<file path="src/rtl/flash_stat_pkg.sv">
package flash_stat_pkg;

  localparam int unsigned OPCODE_W = 8;
  localparam int unsigned STAT_W   = 8;

  typedef enum logic [1:0] {
    DEC_SHIFT  = 2'd0,
    DEC_STATUS = 2'd1,
    DEC_IGNORE = 2'd2
  } dec_state_e;

  function automatic logic [STAT_W-1:0] pack_status(
    input logic       busy,
    input logic       cmp_diff,
    input logic [3:0] density,
    input logic       protect,
    input logic       page_pow2
  );
    return {~busy, cmp_diff, density, protect, page_pow2};
  endfunction

endpackage

</file>
<file path="src/rtl/spi_pin_sync.sv">
module spi_pin_sync #(
  parameter int unsigned NUM    = 3,
  parameter int unsigned STAGES = 2,
  parameter logic [NUM-1:0] RST_VAL = '0
) (
  input  logic           clk,
  input  logic           rst,
  input  logic [NUM-1:0] d,
  output logic [NUM-1:0] q
);

  for (genvar g = 0; g < NUM; g++) begin : g_pin
    logic [STAGES-1:0] chain;
    always_ff @(posedge clk) begin
      if (rst) chain <= {STAGES{RST_VAL[g]}};
      else     chain <= {chain[STAGES-2:0], d[g]};
    end
    assign q[g] = chain[STAGES-1];
  end

endmodule

</file>
<file path="src/rtl/stat_opcode_decoder.sv">
module stat_opcode_decoder
  import flash_stat_pkg::*;
#(
  parameter logic [OPCODE_W-1:0] STATUS_OPCODE = 8'hD7
) (
  input  logic clk,
  input  logic rst,
  input  logic cs_idle,
  input  logic sck_rise,
  input  logic mosi,
  output logic stat_active
);

  localparam int unsigned CNT_W = $clog2(OPCODE_W);
  localparam logic [CNT_W-1:0] LAST_BIT = CNT_W'(OPCODE_W - 1);

  dec_state_e          state;
  logic [CNT_W-1:0]    bit_cnt;
  logic [OPCODE_W-1:0] opc_sr;
  logic [OPCODE_W-1:0] opc_next;

  assign opc_next = {opc_sr[OPCODE_W-2:0], mosi};

  always_ff @(posedge clk) begin
    if (rst || cs_idle) begin
      state   <= DEC_SHIFT;
      bit_cnt <= '0;
      opc_sr  <= '0;
    end else if (sck_rise && state == DEC_SHIFT) begin
      opc_sr <= opc_next;
      if (bit_cnt == LAST_BIT) begin
        bit_cnt <= '0;
        state   <= (opc_next == STATUS_OPCODE) ? DEC_STATUS : DEC_IGNORE;
      end else begin
        bit_cnt <= bit_cnt + 1'b1;
      end
    end
  end

  assign stat_active = (state == DEC_STATUS);

endmodule

</file>
<file path="src/rtl/stat_shifter.sv">
module stat_shifter
  import flash_stat_pkg::*;
(
  input  logic              clk,
  input  logic              rst,
  input  logic              cs_idle,
  input  logic              stat_active,
  input  logic              sck_fall,
  input  logic [STAT_W-1:0] live_status,
  output logic              miso,
  output logic              miso_oe
);

  localparam int unsigned CNT_W = $clog2(STAT_W);
  localparam logic [CNT_W-1:0] LAST_BIT = CNT_W'(STAT_W - 1);

  logic [STAT_W-1:0] shreg;
  logic [CNT_W-1:0]  pos;

  always_ff @(posedge clk) begin
    if (rst) begin
      shreg   <= '0;
      pos     <= '0;
      miso    <= 1'b0;
      miso_oe <= 1'b0;
    end else if (cs_idle) begin
      pos     <= '0;
      miso_oe <= 1'b0;
    end else if (stat_active && sck_fall) begin
      miso_oe <= 1'b1;
      if (pos == '0) begin
        miso  <= live_status[STAT_W-1];
        shreg <= {live_status[STAT_W-2:0], 1'b0};
      end else begin
        miso  <= shreg[STAT_W-1];
        shreg <= {shreg[STAT_W-2:0], 1'b0};
      end
      pos <= (pos == LAST_BIT) ? '0 : pos + 1'b1;
    end
  end

endmodule

</file>
<file path="src/rtl/flash_status_responder.sv">
module flash_status_responder
  import flash_stat_pkg::*;
#(
  parameter int unsigned SYNC_STAGES = 2,
  parameter logic [OPCODE_W-1:0] STATUS_OPCODE = 8'hD7,
  parameter logic [3:0] DENSITY_CODE = 4'hF
) (
  input  logic clk,
  input  logic rst,
  input  logic spi_sck,
  input  logic spi_cs_n,
  input  logic spi_mosi,
  input  logic st_busy,
  input  logic st_cmp_diff,
  input  logic st_protect,
  input  logic st_page_pow2,
  output logic spi_miso,
  output logic spi_miso_oe
);

  localparam int unsigned PIN_N = 3;

  logic [PIN_N-1:0]  pins_q;
  logic              sck_q, cs_n_q, mosi_q, sck_d;
  logic              sck_rise, sck_fall;
  logic              stat_active;
  logic [STAT_W-1:0] live_status;

  spi_pin_sync #(
    .NUM    (PIN_N),
    .STAGES (SYNC_STAGES),
    .RST_VAL(3'b010)
  ) u_sync (
    .clk(clk),
    .rst(rst),
    .d  ({spi_mosi, spi_cs_n, spi_sck}),
    .q  (pins_q)
  );

  assign sck_q  = pins_q[0];
  assign cs_n_q = pins_q[1];
  assign mosi_q = pins_q[2];

  always_ff @(posedge clk) begin
    if (rst) sck_d <= 1'b0;
    else     sck_d <= sck_q;
  end

  assign sck_rise = sck_q & ~sck_d;
  assign sck_fall = ~sck_q & sck_d;

  assign live_status = pack_status(st_busy, st_cmp_diff, DENSITY_CODE,
                                   st_protect, st_page_pow2);

  stat_opcode_decoder #(
    .STATUS_OPCODE(STATUS_OPCODE)
  ) u_dec (
    .clk        (clk),
    .rst        (rst),
    .cs_idle    (cs_n_q),
    .sck_rise   (sck_rise),
    .mosi       (mosi_q),
    .stat_active(stat_active)
  );

  stat_shifter u_shift (
    .clk        (clk),
    .rst        (rst),
    .cs_idle    (cs_n_q),
    .stat_active(stat_active),
    .sck_fall   (sck_fall),
    .live_status(live_status),
    .miso       (spi_miso),
    .miso_oe    (spi_miso_oe)
  );

endmodule

</file>
<file path="config.mk">
export PLATFORM = sky130hd
export DESIGN_NAME = flash_status_responder
export DESIGN_NICKNAME = d
export VERILOG_FILES = /design/src/rtl/flash_stat_pkg.sv /design/src/rtl/spi_pin_sync.sv /design/src/rtl/stat_opcode_decoder.sv /design/src/rtl/stat_shifter.sv /design/src/rtl/flash_status_responder.sv
export SDC_FILE = /design/constraint.sdc
export NUM_CORES = 1
export LEC_CHECK = 0
export CAP_MARGIN = 15
export CORE_ASPECT_RATIO = 1.75
export CORE_MARGIN = 2
export CORE_UTILIZATION = 34
export DETAILED_ROUTE_END_ITERATION = 16
export DONT_BUFFER_PORTS = 1
export PLACE_DENSITY = 0.55
export REMOVE_ABC_BUFFERS = 1
export SLEW_MARGIN = 30
export SYNTH_ARGS = -nofsm -noshare
export SYNTH_HDL_FRONTEND = slang
export SYNTH_SLANG_ARGS = --single-unit
export TNS_END_PERCENT = 20
</file>
<file path="constraint.sdc">
create_clock -name clk -period 2.95 [get_ports clk]
set_input_delay 0 -clock clk [delete_from_list [all_inputs] [get_ports clk]]
set_output_delay 0 -clock clk [all_outputs]
set_load 0.02 [all_outputs]
</file>
==> impl_metrics.py <==
metrics = {
    "grt": {
        "grt_start_max_net_pins": 17,
        "track_usage_pct": 12.56,
        "first_global_vias": 889,
        "grt_pass1_wl_um": 4015,
        "antenna_found_initial": 0,
        "globalRoute.totalOverflow": 0,
    },
    "run": {
        "cap_violations": 0,
    },
    "final_layout": {
        "num-nets-final": 156,
        "fill_cells": 357,
        "antenna_cells": 0,
        "area_delta_synth_final_pct": 17.08,
        "drive_above_1_share_pct": 9.091,
        "regArea_um2": 620.6,
        "layout_common_cells": "sky130_fd_sc_hd__dfxtp_1, sky130_fd_sc_hd__nand2_1, sky130_fd_sc_hd__a21oi_1",
        "multiInputGateArea_um2": 560.5,
        "commonest_non_fill_non_tap_cell_in_the_layout": "sky130_fd_sc_hd__dfxtp_1",
    },
    "die": {
        "die_h_um": 83.36,
        "num_io_pins": 11,
        "die_span_x_um": 49.35,
        "floorplan.core_area_um2": 3398,
        "std_cell_rows": 28,
        "starting_density_pct": 36.01,
        "die-area_um2": 4114,
    },
    "pwr": {
        "portion_of_total_power_attributed_to_sequential_cells_pct": 51.7,
        "internal_power_w": 0.0006465,
        "p_sw_w": 0.0001763,
        "comb_power_share_pct": 2.9,
        "worst_ir_drop_vdd_v": 0.0002962,
        "power.share.clock_pct": 45.4,
        "switching_share_pct": 21.43,
        "static-leakage-power_nw": 0.4791,
        "power-per-cell-area_nw_per_um2": 574.3,
    },
    "synthesis": {
        "avgSynthCellArea_um2": 9.064,
        "synthDistinctLibCells": 27,
        "yosysSeqAreaShare_pct": 50.72,
        "flop_and_latch_count_out_of_synthesis": 31,
        "total_number_of_yosys_warnings": 0,
        "synth_ff_type": "sky130_fd_sc_hd__dfxtp_1",
        "synth.top_cell.area_share_pct": 50.72,
        "syn-cell-area_um2": 1224,
        "ys_top_cells_by_area": "sky130_fd_sc_hd__dfxtp_1, sky130_fd_sc_hd__a21oi_1, sky130_fd_sc_hd__nand2_1, sky130_fd_sc_hd__ha_1, sky130_fd_sc_hd__nor2b_1",
        "synthDominantAreaCellType": "sky130_fd_sc_hd__dfxtp_1",
        "synthArstFlopShare_pct": 0,
        "number_of_flops_mapped_to_enable_cells_by_yosys": 0,
        "synthCells": 135,
    },
    "sta": {
        "fin_crit_sh_pct": 68.94,
        "final_sum_of_negative_setup_slack_ps": 0,
        "worst-slew-pin-transition_ps": 628.8,
        "timing.slew.headroom_pct": 57.99,
        "fin_skew_ps": 5.651,
        "grt_setup_unrepaired": "false",
        "report.final.setup_viol": 0,
        "maxClockFrequency_mhz": 491.7,
        "finalHoldViolations": 0,
        "report.final.slew_viol_count": 0,
        "final_min_period_ps": 2034,
        "worst_slack_ps": 916.2,
    },
    "cts": {
        "cts_htree_levels": 2,
        "clock_latency_ps": 280,
        "postCtsResizedCells": 0,
        "post-cts-setup-buffers": 0,
        "cts.reportedPaths.clkPinSlew_ps": 70,
        "cts_hold_repair.buffers": 8,
        "cts_tree": "yes",
        "clock-sinks": 31,
        "cts.path.max_buffers": 2,
        "numCtsBuffers": 5,
        "cts_root_buffer": "sky130_fd_sc_hd__clkbuf_8",
    },
    "setup_path": {
        "criticalPathCategory": "register to register",
        "timing.critical_path.to_type": "register",
        "critical_path.startpoint_type": "register",
        "worstPathMaxFanout": 8,
        "worst_ep_required_time_ps": 3180,
        "cp_data_arrival_time_ps": 2260,
    },
    "placed_design": {
        "place_hpwl_um": 1525,
        "pre_cts_slack_ps": 1318,
        "port_buffers": 0,
        "gp_congestion": 0.7355,
    },
    "routing": {
        "drt-vias-per-instance": 5.181,
        "route.final.wire_length_um": 2324,
        "num_vias": 974,
        "starting_drc_count_in_detailed_routing": 15,
        "wl_per_cell_um": 12.36,
        "drc": 0,
        "drt-pass1-iter-count": 4,
        "antenna_violating_nets_post_route": 0,
    },
    "outcome": {
        "outcome": "finished, final reports clean",
    },
    "worst_hold_path": {
        "holdCritPathClass": "primary input to register",
    },
}
==> worst max-delay path: stages (launching register included) <==
cell and delay [ps]:
sky130_fd_sc_hd__dfxtp_1 340, sky130_fd_sc_hd__inv_1 70, sky130_fd_sc_hd__ha_1 150, sky130_fd_sc_hd__nor2b_1 530
sky130_fd_sc_hd__nand4_1 180, sky130_fd_sc_hd__a21oi_1 160, sky130_fd_sc_hd__dlygate4sd3_1 550
==> routing by layer <==
layer	wire (µm)	global-route usage (%)	vias up
met5	0	0	-
met2	1227	21.13	17
met1	982	13.87	469
met4	48	7.013	0
li1	-	-	482
met3	65	3.417	6
==> metrics by stage <==
stage          hold WS, ps  std cells  instance area (µm²)  utilization (%)  total power, W
6_report             85.60        188                 1433            42.16       0.0008228
5_1_grt              91.34        188                 1433            42.16       0.0008547
4_1_cts              81.24        188                 1433            42.16       0.0008346
3_5_place_dp         76.00        172                 1249            36.75       0.0004487
3_3_place_gp         71.46        172                 1249            36.75       0.0004484
2_1_floorplan        69.07        127                 1192                -       0.0004453
==> cell families after synthesis <==
| group | synth area share [%] |
|---|---|
| buffers and inverters | 3.476 |
| AO/OA/AOI/OAI | 12.58 |
| AND/OR/NAND/NOR | 26.48 |
| adder cells (fa/ha/maj) | 5.112 |
| multiplexers | 1.636 |
| flip-flops | 50.72 |
==> layout make-up <==
class	instances	area share [%]
clock buffers	7	6.725
multi-input cells	93	39.13
flip-flops and latches	31	43.32
repair buffers	8	5.590
inverters	3	0.7860
clock inverters	1	0.5240
well taps	45	3.930
==> cells in the mapped netlist, types with 3 or more instances <==
master / count
sky130_fd_sc_hd__dfxtp_1: 31
sky130_fd_sc_hd__nor4_1: 4
sky130_fd_sc_hd__o21ai_0: 3
sky130_fd_sc_hd__nor3_1: 4
sky130_fd_sc_hd__ha_1: 5
sky130_fd_sc_hd__a21oi_1: 21
sky130_fd_sc_hd__nor2_1: 4
sky130_fd_sc_hd__clkbuf_1: 7
sky130_fd_sc_hd__or2_2: 3
sky130_fd_sc_hd__nor2b_1: 6
sky130_fd_sc_hd__nand2_1: 25
==> path summary, 6_finish.rpt <==
check	start	endpoint	slack (ps)	cells after the start
max reg2reg	u_shift.pos[0]$_SDFFE_PP0P_	u_shift.shreg[1]$_SDFFE_PP0P_	920	6
max	u_shift.pos[0]$_SDFFE_PP0P_	u_shift.shreg[1]$_SDFFE_PP0P_	920	6
min reg2reg	u_sync.g_pin[1].chain[0]$_SDFF_PP1_	u_sync.g_pin[1].chain[1]$_SDFF_PP1_	410	1
min	rst	u_dec.bit_cnt[1]$_SDFFE_PP0P_	90	2
==> state kept, by name (all words and copies together) (netlist names) <==
register	cells
u_sync.g_pin.chain	6
u_dec.bit_cnt	3
u_shift.miso	1
u_dec.state	2
u_dec.opc_sr	7
u_shift.shreg	7
u_shift.pos	3
sck_d	1
u_shift.miso_oe	1
==> power by group through the flow <==
stage                     Clock (W)  Sequential (W)  Combinational (W)
after global routing       0.000403        0.000426          0.0000258
after floorplan                   0        0.000434          0.0000110
after CTS                  0.000386        0.000426          0.0000235
final                      0.000374        0.000426          0.0000235
after global placement            0        0.000435          0.0000132
after detailed placement          0        0.000435          0.0000134
Note: power is estimated with default switching activity, not from simulation.
